### config.mk
export PLATFORM = sky130hd
export DESIGN_NAME = psp_status_gen
export DESIGN_NICKNAME = d
export VERILOG_FILES = /design/src/rtl/psp_pkg.sv /design/src/rtl/psp_ctrl.sv /design/src/rtl/psp_toggle.sv /design/src/rtl/psp_mux.sv /design/src/rtl/psp_status_gen.sv
export SDC_FILE = /design/constraint.sdc
export NUM_CORES = 1
export LEC_CHECK = 0
export BUFFER_PORTS_ARGS = -buffer_cell sky130_fd_sc_hd__buf_2
export CORE_AREA = 2 2 51 53
export DETAILED_ROUTE_END_ITERATION = 8
export DIE_AREA = 0 0 53 55
export HOLD_SLACK_MARGIN = 0.08
export PLACE_DENSITY = 0.8
export SETUP_SLACK_MARGIN = 0.3
export SLEW_MARGIN = 25
export SYNTH_ARGS = -nofsm -noshare
export SYNTH_HDL_FRONTEND = slang
export SYNTH_SLANG_ARGS = --single-unit
export TNS_END_PERCENT = 30
### constraint.sdc
create_clock -name clk_i -period 1.7 [get_ports clk_i]
set_input_delay 0.255 -clock clk_i [delete_from_list [all_inputs] [get_ports clk_i]]
set_output_delay 0.255 -clock clk_i [all_outputs]
set_load 0.01 [all_outputs]
### src/rtl/psp_pkg.sv
package psp_pkg;
  typedef enum logic [2:0] {
    ST_IDLE  = 3'd0,
    ST_PROG  = 3'd1,
    ST_ERASE = 3'd2,
    ST_HOLD  = 3'd3,
    ST_SUSP  = 3'd4
  } psp_state_e;

  localparam int DQ_W      = 8;
  localparam int BIT_POLL  = 7;
  localparam int BIT_TOG   = 6;
  localparam int BIT_ERR   = 5;
  localparam int BIT_ETIM  = 3;
  localparam int BIT_BTOG  = 2;

  function automatic logic is_busy(psp_state_e s);
    return (s == ST_PROG) || (s == ST_ERASE) || (s == ST_HOLD);
  endfunction

  function automatic logic is_erasing(psp_state_e s);
    return (s == ST_ERASE) || (s == ST_HOLD) || (s == ST_SUSP);
  endfunction
endpackage

### src/rtl/psp_ctrl.sv
module psp_ctrl
  import psp_pkg::*;
#(
  parameter int BLK_W      = 4,
  parameter int HOLD_CYC   = 12,
  parameter int ETIMER_CYC = 6
) (
  input  logic             clk_i,
  input  logic             rst_ni,
  input  logic             op_start_i,
  input  logic             op_erase_i,
  input  logic             prog_bit_i,
  input  logic [BLK_W-1:0] tgt_blk_i,
  input  logic             all_prot_i,
  input  logic             suspend_i,
  input  logic             done_i,
  input  logic             timeout_i,
  output psp_state_e       state_o,
  output logic             tgt_bit_o,
  output logic [BLK_W-1:0] tgt_blk_o,
  output logic             err_o,
  output logic             etim_done_o
);
  localparam int HOLD_W = $clog2(HOLD_CYC + 1);
  localparam int ETIM_W = $clog2(ETIMER_CYC + 1);
  localparam logic [HOLD_W-1:0] HOLD_LAST = HOLD_W'(HOLD_CYC - 1);
  localparam logic [ETIM_W-1:0] ETIM_MAX  = ETIM_W'(ETIMER_CYC);

  psp_state_e        state_q, state_d;
  logic [HOLD_W-1:0] hold_q;
  logic [ETIM_W-1:0] etim_q;
  logic              accept;

  assign accept = (state_q == ST_IDLE) && op_start_i;

  always_comb begin
    state_d = state_q;
    unique case (state_q)
      ST_IDLE:  if (op_start_i) state_d = !op_erase_i ? ST_PROG :
                                          (all_prot_i ? ST_HOLD : ST_ERASE);
      ST_PROG:  if (done_i) state_d = ST_IDLE;
      ST_ERASE: if (done_i) state_d = ST_IDLE;
                else if (suspend_i) state_d = ST_SUSP;
      ST_HOLD:  if (hold_q == '0) state_d = ST_IDLE;
      ST_SUSP:  if (!suspend_i) state_d = ST_ERASE;
      default:  state_d = ST_IDLE;
    endcase
  end

  always_ff @(posedge clk_i or negedge rst_ni) begin
    if (!rst_ni) begin
      state_q   <= ST_IDLE;
      hold_q    <= '0;
      etim_q    <= '0;
      tgt_bit_o <= 1'b0;
      tgt_blk_o <= '0;
      err_o     <= 1'b0;
    end else begin
      state_q <= state_d;
      if (accept) begin
        tgt_bit_o <= prog_bit_i;
        tgt_blk_o <= tgt_blk_i;
        err_o     <= 1'b0;
        etim_q    <= '0;
        hold_q    <= HOLD_LAST;
      end else begin
        if ((state_q == ST_PROG || state_q == ST_ERASE) && timeout_i) err_o <= 1'b1;
        if ((state_q == ST_ERASE || state_q == ST_HOLD) && etim_q != ETIM_MAX)
          etim_q <= etim_q + 1'b1;
        if (state_q == ST_HOLD && hold_q != '0) hold_q <= hold_q - 1'b1;
      end
    end
  end

  assign state_o     = state_q;
  assign etim_done_o = (etim_q == ETIM_MAX);
endmodule

### src/rtl/psp_toggle.sv
module psp_toggle
  import psp_pkg::*;
#(
  parameter int BLK_W = 4
) (
  input  logic             clk_i,
  input  logic             rst_ni,
  input  psp_state_e       state_i,
  input  logic             rd_strobe_i,
  input  logic [BLK_W-1:0] rd_blk_i,
  input  logic [BLK_W-1:0] tgt_blk_i,
  output logic             tog_o,
  output logic             btog_o
);
  logic hit;
  assign hit = rd_strobe_i && (rd_blk_i == tgt_blk_i) && is_erasing(state_i);

  always_ff @(posedge clk_i or negedge rst_ni) begin
    if (!rst_ni) begin
      tog_o  <= 1'b0;
      btog_o <= 1'b0;
    end else if (state_i == ST_IDLE) begin
      tog_o  <= 1'b0;
      btog_o <= 1'b0;
    end else begin
      if (is_busy(state_i) && rd_strobe_i) tog_o <= ~tog_o;
      if (hit) btog_o <= ~btog_o;
    end
  end
endmodule

### src/rtl/psp_mux.sv
module psp_mux
  import psp_pkg::*;
#(
  parameter int BLK_W = 4
) (
  input  psp_state_e        state_i,
  input  logic              tgt_bit_i,
  input  logic [BLK_W-1:0]  tgt_blk_i,
  input  logic [BLK_W-1:0]  rd_blk_i,
  input  logic              err_i,
  input  logic              etim_done_i,
  input  logic              tog_i,
  input  logic              btog_i,
  input  logic [DQ_W-1:0]   array_data_i,
  output logic [DQ_W-1:0]   dq_o,
  output logic              busy_o
);
  logic [DQ_W-1:0] stat;
  logic            prog;

  assign prog = (state_i == ST_PROG);

  always_comb begin
    stat           = '0;
    stat[BIT_POLL] = prog ? ~tgt_bit_i : 1'b0;
    stat[BIT_TOG]  = tog_i;
    stat[BIT_ERR]  = err_i;
    stat[BIT_ETIM] = !prog && etim_done_i;
    stat[BIT_BTOG] = !prog && btog_i;
  end

  always_comb begin
    busy_o = is_busy(state_i);
    dq_o   = array_data_i;
    if (busy_o) begin
      dq_o = stat;
    end else if (state_i == ST_SUSP && rd_blk_i == tgt_blk_i) begin
      dq_o           = '0;
      dq_o[BIT_POLL] = 1'b1;
      dq_o[BIT_BTOG] = btog_i;
    end
  end
endmodule

### src/rtl/psp_status_gen.sv
module psp_status_gen
  import psp_pkg::*;
#(
  parameter int BLK_W      = 4,
  parameter int HOLD_CYC   = 12,
  parameter int ETIMER_CYC = 6
) (
  input  logic             clk_i,
  input  logic             rst_ni,
  input  logic             op_start_i,
  input  logic             op_erase_i,
  input  logic             prog_bit_i,
  input  logic [BLK_W-1:0] tgt_blk_i,
  input  logic             all_prot_i,
  input  logic             rd_strobe_i,
  input  logic [BLK_W-1:0] rd_blk_i,
  input  logic [7:0]       array_data_i,
  input  logic             suspend_i,
  input  logic             done_i,
  input  logic             timeout_i,
  output logic [7:0]       dq_o,
  output logic             busy_o
);
  psp_state_e       state;
  logic             tgt_bit, err, etim_done, tog, btog;
  logic [BLK_W-1:0] tgt_blk;

  psp_ctrl #(.BLK_W(BLK_W), .HOLD_CYC(HOLD_CYC), .ETIMER_CYC(ETIMER_CYC)) u_ctrl (
    .clk_i, .rst_ni, .op_start_i, .op_erase_i, .prog_bit_i, .tgt_blk_i,
    .all_prot_i, .suspend_i, .done_i, .timeout_i,
    .state_o(state), .tgt_bit_o(tgt_bit), .tgt_blk_o(tgt_blk),
    .err_o(err), .etim_done_o(etim_done)
  );

  psp_toggle #(.BLK_W(BLK_W)) u_tog (
    .clk_i, .rst_ni, .state_i(state), .rd_strobe_i, .rd_blk_i,
    .tgt_blk_i(tgt_blk), .tog_o(tog), .btog_o(btog)
  );

  psp_mux #(.BLK_W(BLK_W)) u_mux (
    .state_i(state), .tgt_bit_i(tgt_bit), .tgt_blk_i(tgt_blk), .rd_blk_i,
    .err_i(err), .etim_done_i(etim_done), .tog_i(tog), .btog_i(btog),
    .array_data_i, .dq_o, .busy_o
  );
endmodule

Word-level counts from Yosys, hierarchy flattened
Index checks and enable logic that the tools add are counted.
{"block": "totals", "regBits": 18, "inputBits": 26, "output_inout_bits": 9, "elab_cells": 71}
{"block": "classes", "addsub": 2, "n_eq_ne": 12, "n_mux": 22, "bitwise": 3, "reduce_logical": 24}
{"cell": "$mux 3", "n": 9}
{"cell": "$mux 8", "n": 2}
{"cell": "$pmux 3 s5", "n": 1}
{"cell": "$logic_and 1x1->1", "n": 10}
{"cell": "$reduce_bool 2->1", "n": 5}
{"cell": "$mux 1", "n": 8}
{"cell": "$mux 4", "n": 2}
{"cell": "$eq 3x2->1 const B", "n": 2}
{"cell": "$eq 3x3->1 const B", "n": 2}
{"cell": "$ne 2x2->1 const B", "n": 3}
{"cell": "$ne 3x3->1 const B", "n": 2}
{"cell": "$reduce_and 5->1", "n": 1}
{"cell": "$eq 4x4->1", "n": 1}
{"cell": "$logic_not 4->1", "n": 1}
{"cell": "$logic_or 1x1->1", "n": 4}
{"cell": "$reduce_bool 4->1", "n": 1}
{"cell": "$sub 4x1->4 const B", "n": 1}
{"cell": "$add 3x1->3 const B", "n": 1}
{"cell": "$eq 3x1->1 const B", "n": 1}
{"cell": "$logic_not 3->1", "n": 1}
{"cell": "$not 1->1", "n": 3}
{"cell": "$ne 2x1->1 const B", "n": 1}
{"cell": "$logic_not 1->1", "n": 1}

Longest topological paths before layout
Gate-level depths: netlist (run 1).
{"block": "logic_depth", "ltp_word": 6, "depth_mapped": 6, "depth_no_buf": 6}

Hierarchy
From an unflattened synthesis (run 1), not the netlist that was laid out.
{"block": "hier_totals", "hier_cells": 132, "area_unflattened_um2": 1206.2}
{"module": "psp_ctrl", "instances": 1, "cells_per_inst": 89, "area_per_inst_um2": 864.6, "seq_area_each_um2": 400.4}
{"module": "psp_mux", "instances": 1, "cells_per_inst": 27, "area_per_inst_um2": 196.4, "seq_area_each_um2": 0.0}
{"module": "psp_toggle", "instances": 1, "cells_per_inst": 16, "area_per_inst_um2": 145.1, "seq_area_each_um2": 50.0}

Worst setup path before layout (run 1)
Ideal clock, no wire load.
{"block": "synth_path", "kind": "reg-to-output", "start": "register u_ctrl.tgt_blk_o[1]", "end": "output port dq_o[3]", "t_arrival_ns": 1.330, "required_ns": 1.445, "path_slack_ns": 0.115, "stages_incl_launch_ff": 5, "path_buffers": 0, "path_cell_list": "dfrtp_1 > xor2_1 > nor4_4 > nand3_2 > a32o_2"}
{"block": "synth_between", "elab_chain_cells": 4}
{"element": "from (decl)", "line": "psp_ctrl.sv:20", "text": "output logic [BLK_W-1:0] tgt_blk_o,"}
{"element": "from (signal assigned)", "line": "psp_ctrl.sv:62", "text": "tgt_blk_o <= tgt_blk_i;"}
{"element": "$eq 4x4->1", "line": "psp_mux.sv:37", "text": "end else if (state_i == ST_SUSP && rd_blk_i == tgt_blk_i) begin"}
{"element": "$logic_and 1x1->1", "line": "psp_mux.sv:37"}
{"element": "$mux 8", "line": "psp_mux.sv:37"}
{"element": "$mux 8", "line": "psp_mux.sv:35", "text": "if (busy_o) begin"}
{"element": "to (decl)", "line": "psp_status_gen.sv:21", "text": "output logic [7:0] dq_o,"}
Every way passes these cells.

Final worst setup path (run 1)
Same ends and word-level chain as after synthesis.

==> out/qor.yml, run 1 <==
status: "complete, but fails checks"
violations: "negative setup slack"
worst_pin_slew_ps: 408
wl_per_cell_um: 14.4
setup-violations-final: 8
syn-instance-count: 119
track_usage_pct: 20.2
clk_path_buf_depth: 2
synth-compound-area-share_pct: 12.5
via_per_inst: 5.44
placed_area_mm2: 0.00138
crit_required_ps: 1440
syn_nets: 149
r2r-start: "u_ctrl.hold_q[0]$_DFFE_PN0P_"
cp_num_cells: 5
seq_area_frac_synth_pct: 40.0
antenna_cells: 0
hold_viol_final: 0
yosysTopAreaCell: "dfrtp_1"
synth_commonest_cells: "dfrtp_1, nand2_1, inv_1"
slowest_stage: "dfrtp_1"
p_switching_mw: 0.873
rsz0062_at_grt: "yes"
swShare_pct: 41.1
vias: 1033
ir_worst_vdd_mv: 0.913
yosysMostFrequentCell: "dfrtp_1"
cts_sinks: 18
end_kind: "output pin"
yosys_warnings: 0
min_from: "all_prot_i"
timing.final.ws_setup_ps: -399
reg2reg_depth: 6
nets: 192
wl_met2_um: 1330
ff2ff_setup_slack_ps: 160
fin_crit_ps: 2100
crit_path_end: "dq_o[3]"
final_util_pct: 63.6
worstPathBufferInverterCount: 1
p_int_mw: 1.25
first_pass_iters: 5
path_class: "flip-flop to output pin"
met1_length_um: 1170
antenna_found_initial: 0
fillers: 196
htree_levels: 1
ios: 35
ant_nets: 0
synth_edf_count: 0
top_layer_used: "met4"
netlist_area_mm2: 0.00113
routabilityCongestion: 0.789
worstHoldPathType: "input port to flip-flop"
cp_max_fo: 5
maxSlewViolCount: 0
die_area_mm2: 0.00292
synth-xor-area-share_pct: 6.22
fmax_ghz: 0.477
grt_max_degree: 19
ys_types: 36
rows: 18
syn_to_final_growth_pct: 33.4
pwr-share-clk_pct: 10.0
grt_pass1_vias: 981
drc: 0
synth-adder-area-share_pct: 4.44
pwr-share-comb_pct: 56.1
cts_root_buf: "clkbuf_4"
dpl.hpwl_um: 1970
r2r-end: "u_ctrl.hold_q[1]$_DFFE_PN0P_"
overflow: 0
yosysTopAreaCellShare_pct: 40.0
finalInstanceArea_mm2: 0.00150
die_x_um: 53
cts-buffers-inserted: 3
power_mw: 2.13
regArea_um2: 453
initialDrtViolationCount: 11
cap_violations: 0
synth_top_family_by_area: "simple AND/OR/NAND/NOR gates"
dieHeight_um: 55
synth_flop_cell: "dfrtp_1"
synth_simple_gate_area_share_pct: 24.5
max_stage_delay_ps: 420
seqPwrFrac_pct: 33.9
core_mm2: 0.00236
start_util_pct: 47.7
dpl_worst_slack_ps: -50.3
wl_met3_um: 173
powerDensity_mw_per_mm2: 1410
crit_start: "u_ctrl.tgt_blk_o[1]$_DFFE_PN0P_"
clk_latency_ps: 300
grt_pass1_wl_um: 4260
synthMuxAreaShare_pct: 5.88
syn_avg_cell_area_um2: 9.47
slew_headroom_pct: 72.8
cp.arrival_ps: 1840
wirelength_um: 2730
cts_tree: "yes"
fin_skew_ps: 10.5
async_reset_ff_share_pct: 100
worst_setup_path_start_kind: "flip-flop"
synth_area_leaders: "dfrtp_1, mux2_2, xor2_1"
path_cells: "xor2_2, nor4_4, nand3_2, a32o_2, buf_6"
post-route-period-util_pct: 123
clk_pin_slew_ps: 100
multi_input_area_um2: 691
drive_gt1_share_pct: 45.6
crit_family: "simple AND/OR/NAND/NOR gates"
leakage_nw: 0.720
fin_tns_setup_ps: -2490
ys_ff_latch: 18
port_buffers: 34
==> per-layer routing <==
metal  vias to the layer above  GRT usage (%)
met3                         6           2.42
met4                         0           8.55
met5                         -              0
met1                       495           25.0
li1                        495              -
met2                        37           35.8
==> cell type report <==
cell class / instances / area share, %
Inverter: 9 / 2.25
Clock buffer: 3 / 1.50
Multi-Input combinational cell: 87 / 45.9
Tap cell: 30 / 2.50
Timing Repair Buffer: 43 / 17.7
Sequential cell: 18 / 30.1
==> worst min-delay path, cell delays in order <==
cell,delay [ps]
buf_2,80
o21ai_0,60
nand3_1,70
==> how the worst min path moves through the flow <==
stage | endpoint | slack, ps | cells after the start
after floorplan | u_ctrl.err_o$_DFFE_PN0P_ | -40 | 0
after global placement | u_ctrl.tgt_bit_o$_DFFE_PN0P_ | 210 | 1
after detailed placement | u_ctrl.tgt_bit_o$_DFFE_PN0P_ | 210 | 1
after CTS | u_ctrl.tgt_blk_o[3]$_DFFE_PN0P_ | 190 | 2
after global routing | u_ctrl.tgt_blk_o[3]$_DFFE_PN0P_ | 190 | 2
final | u_ctrl.state_o[0]$_DFFE_PN0P_ | 190 | 3
==> logic make-up after synthesis <==
group | Yosys count
xor gates and xnor gates | 8
AOI/OAI and AO/OA | 22
DFF | 18
and+or+nand+nor | 47
adders and majority gates | 4
buffers and inverters | 14
muxes | 6
==> power by group through the flow <==
| stage | Sequential, mW | Clock (mW) | Combinational [mW] |
|---|---|---|---|
| 4_1_cts | 0.708 | 0.217 | 1.14 |
| 3_3_place_gp | 0.696 | 0 | 1.00 |
| 6_report | 0.722 | 0.212 | 1.19 |
| 5_1_grt | 0.750 | 0.231 | 1.31 |
| 3_5_place_dp | 0.705 | 0 | 1.04 |
| 2_1_floorplan | 0.662 | 0 | 0.758 |
==> placed cells by master (no fill, tap or decap), drive strengths merged <==
master / synthesis / final
nor4: 1 / 1
and4b: 1 / 1
buf: 5 / 42
o2111a: 1 / 1
nand2: 12 / 12
nand2b: 5 / 5
mux2: 5 / 5
nand3b: 1 / 1
nor2: 8 / 8
inv: 9 / 9
a32o: 1 / 1
nor3: 6 / 6
a21oi: 6 / 6
mux2i: 1 / 1
a31oi: 2 / 2
and2: 1 / 1
nand4: 2 / 2
dlygate4sd3: 0 / 1
clkbuf: 0 / 3
dfrtp: 18 / 18
nor2b: 1 / 1
ha: 4 / 4
or3b: 1 / 1
nand3: 4 / 4
xnor2: 2 / 2
o211ai: 1 / 1
o21ai: 6 / 6
a22oi: 1 / 1
xor2: 6 / 6
and3: 4 / 4
o22ai: 3 / 3
a211o: 1 / 1
==> repair_timing <==
action / in CTS / in global routing
hold endpoints to repair: 18 / 0
pin swaps: 14 / 14
setup endpoints to repair: 19 / 21
resized for setup: 11 / 8
hold buffers: 1 / 0
setup buffers: 2 / 0
cloned: 0 / 0
==> flip-flops by register name (all words and copies together) (netlist names) <==
register and count:
u_ctrl.err_o 1, u_ctrl.etim_q 3, u_ctrl.tgt_bit_o 1, u_tog.tog_o 1, u_ctrl.hold_q 4, u_tog.btog_o 1
u_ctrl.state_o 3, u_ctrl.tgt_blk_o 4
==> through the flow <==
stage / cells / hold WS, ps
finish: 190 / 192
global route: 190 / 186
CTS: 190 / 188
detailed placement: 184 / 210
global placement: 184 / 206
floorplan: 119 / -40.6
Power figures use the tool's default switching activity.
==> run 2: changes to the inputs <==
- CORE_AREA: 2 2 51 53 -> 2 2 50 52
- CTS_BUF_LIST: unset -> sky130_fd_sc_hd__clkbuf_8
- DIE_AREA: 0 0 53 55 -> 0 0 52 54
- PLACE_DENSITY: 0.8 -> 0.82
- REMOVE_ABC_BUFFERS: unset -> 1
==> run 2 against run 1 <==
Effect of this change:
- wire length fell by 5.8%
- largest power group unchanged
- clock skew fell by 9.3 ps
- critical path depth rose by 1
- global-route usage fell by 0.33 points
- clock-buffer cell count rose by 1
- the flow still finishes with violations (negative setup slack)
- setup slack improved by 72 ps
- final area barely moved
- sequential power fell by 6.5%
==> out/qor.yml, run 2 (same netlist as run 1, synthesis figures left out) <==
final_cell_mix: "buf_2, dfrtp_1, nand2_1"
place_inst: 184  # unchanged
rows: 18  # unchanged
dpl_worst_slack_ps: -64.9  # -14.6 ps
cap_violations: 0  # unchanged
crit_required_ps: 1440  # about the same
track_usage_pct: 19.9  # -0.33 points
fin_skew_ps: 1.17  # -9.35 ps
status: "complete, but fails checks"
clk_latency_ps: 250  # -50 ps
grt_pass1_vias: 971  # -1.0%
vias: 1013  # -1.9%
end_kind: "output pin"
antenna_cells: 0  # unchanged
nets: 193  # +0.52%
path_class: "flip-flop to output pin"
top_regs: "u_ctrl.hold_q x4, u_ctrl.tgt_blk_o x4"
htree_levels: 1  # unchanged
violations: "negative setup slack"
setup-violations-final: 8  # unchanged
routabilityCongestion: 0.749  # -5.1%
grt_pass1_wl_um: 4080  # -4.4%
dieHeight_um: 54  # -1.8%
worst_hold_slack_ps: 236  # +44.4 ps
timing.final.ws_setup_ps: -327  # +71.8 ps
maxSlewViolCount: 0  # unchanged
cp.arrival_ps: 1770  # -70 ps
powerDensity_mw_per_mm2: 1440  # +1.6%
cp_max_fo: 5  # unchanged
ios: 35  # unchanged
clk_pin_slew_ps: 70  # -30 ps
cts_tree: "yes"
ir_worst_vdd_mv: 0.977  # +6.9%
fmax_ghz: 0.493  # +3.5%
overflow: 0  # unchanged
port_buffers: 34  # unchanged
worstHoldPathType: "input port to flip-flop"
drive_gt1_share_pct: 44.4  # -1.2 points
clk_path_buf_depth: 2  # unchanged
ant_nets: 0  # unchanged
dpl.hpwl_um: 1890  # -3.9%
syn_to_final_growth_pct: 33.5  # about the same
antenna_found_initial: 0  # unchanged
instances_no_fill: 192  # +1.1%
die_x_um: 52  # -1.9%
worst_pin_slew_ps: 408  # +0.242 ps
wirelength_um: 2570  # -5.8%
slew_headroom_pct: 72.8  # about the same
grt_max_degree: 19  # unchanged
core_mm2: 0.00232  # -1.9%
initialDrtViolationCount: 22  # +11
start_util_pct: 48.6  # +0.93 points
cts_sinks: 18  # unchanged
cts_root_buf: "clkbuf_8"
wl_per_cell_um: 13.4  # -6.7%
leakage_nw: 0.723  # +0.40%
drc: 0  # unchanged
rsz0062_at_grt: "yes"
mostFrequentLayoutCell: "buf_2"
fin_crit_ps: 2030  # -71.8 ps
post-route-period-util_pct: 119  # -4.2 points
cts-buffers-inserted: 3  # unchanged
worst_setup_path_start_kind: "flip-flop"
die_area_mm2: 0.00281  # -3.7%
via_per_inst: 5.28  # -3.0%
final_util_pct: 64.9  # +1.3 points
first_pass_iters: 4  # -1
hold_viol_final: 0  # unchanged
-- run 2: cell types whose count changed in the layout (fill, tap and decap cells not counted), moves of 2 or more --
| cell | delta |
|---|---|
| dfrtp_1 | +2 |
| dfrtp_2 | -2 |
| clkbuf_8 | +4 |
| mux2_2 | +4 |
| clkbuf_4 | -3 |
| o21ai_2 | +2 |
| mux2_4 | -4 |
-- run 2: through the flow --
step	area, um^2	power (mW)	TNS [ps]
3_3_place_gp	1340	1.64	-0.794
5_1_grt	1510	2.32	-2800
6_report	1510	2.16	-2270
4_1_cts	1480	2.12	-2280
3_5_place_dp	1340	1.70	-126
2_1_floorplan	1090	1.34	0
-- run 2: layout make-up --
cell class / instances / area (um^2)
multi-input cells: 87 / 663
well taps: 30 / 37.5
inverters: 9 / 33.8
repair buffers: 44 / 265
clock buffers: 4 / 55.1
flip-flops and latches: 18 / 450
fillers: 182 / 815
-- run 2: worst max-delay path, stage by stage, from the launching register on --
cell	delay, ps
dfrtp_1	410
xor2_2	170
nor4_4	380
nand3_2	160
buf_4	160
o211ai_1	80
buf_2	160
-- run 2: worst paths after layout --
| path | startpoint | endpoint | slack [ps] | depth (start not counted) |
|---|---|---|---|---|
| max in group asynchronous | rst_ni | u_ctrl.etim_q[1]$_DFFE_PN0P_ | 950 | 2 |
| worst min-delay path | prog_bit_i | u_ctrl.tgt_bit_o$_DFFE_PN0P_ | 240 | 2 |
| min in group asynchronous | rst_ni | u_tog.tog_o$_DFFE_PN0P_ | 460 | 2 |
| worst max register to register | u_ctrl.tgt_blk_o[2]$_DFFE_PN0P_ | u_tog.btog_o$_DFFE_PN0P_ | 40 | 7 |
| worst max-delay path | u_ctrl.tgt_blk_o[2]$_DFFE_PN0P_ | dq_o[7] | -330 | 6 |
| worst min register to register | u_tog.tog_o$_DFFE_PN0P_ | u_tog.tog_o$_DFFE_PN0P_ | 510 | 2 |
-- run 2: layer usage --
layer / up-vias / GRT usage [%] / routed length, um
met5: - / 0 / 0
met4: 0 / 7.89 / 20
met3: 4 / 1.67 / 139
met2: 33 / 37.6 / 1340
met1: 478 / 23.1 / 1070
li1: 498 / - / -
-- run 2: repair_timing --
| action | in CTS | in global routing |
|---|---|---|
| resized for setup | 12 | 6 |
| pin swaps | 16 | 10 |
| hold buffers | 1 | 0 |
| setup buffers | 2 | 1 |
| cloned | 0 | 0 |
| setup endpoints to repair | 21 | 20 |
| hold endpoints to repair | 18 | 0 |
-- run 2: power breakdown --
part           internal, mW  switching (mW)
registers             0.573           0.102
clock network         0.206           0.138
logic                 0.534           0.610
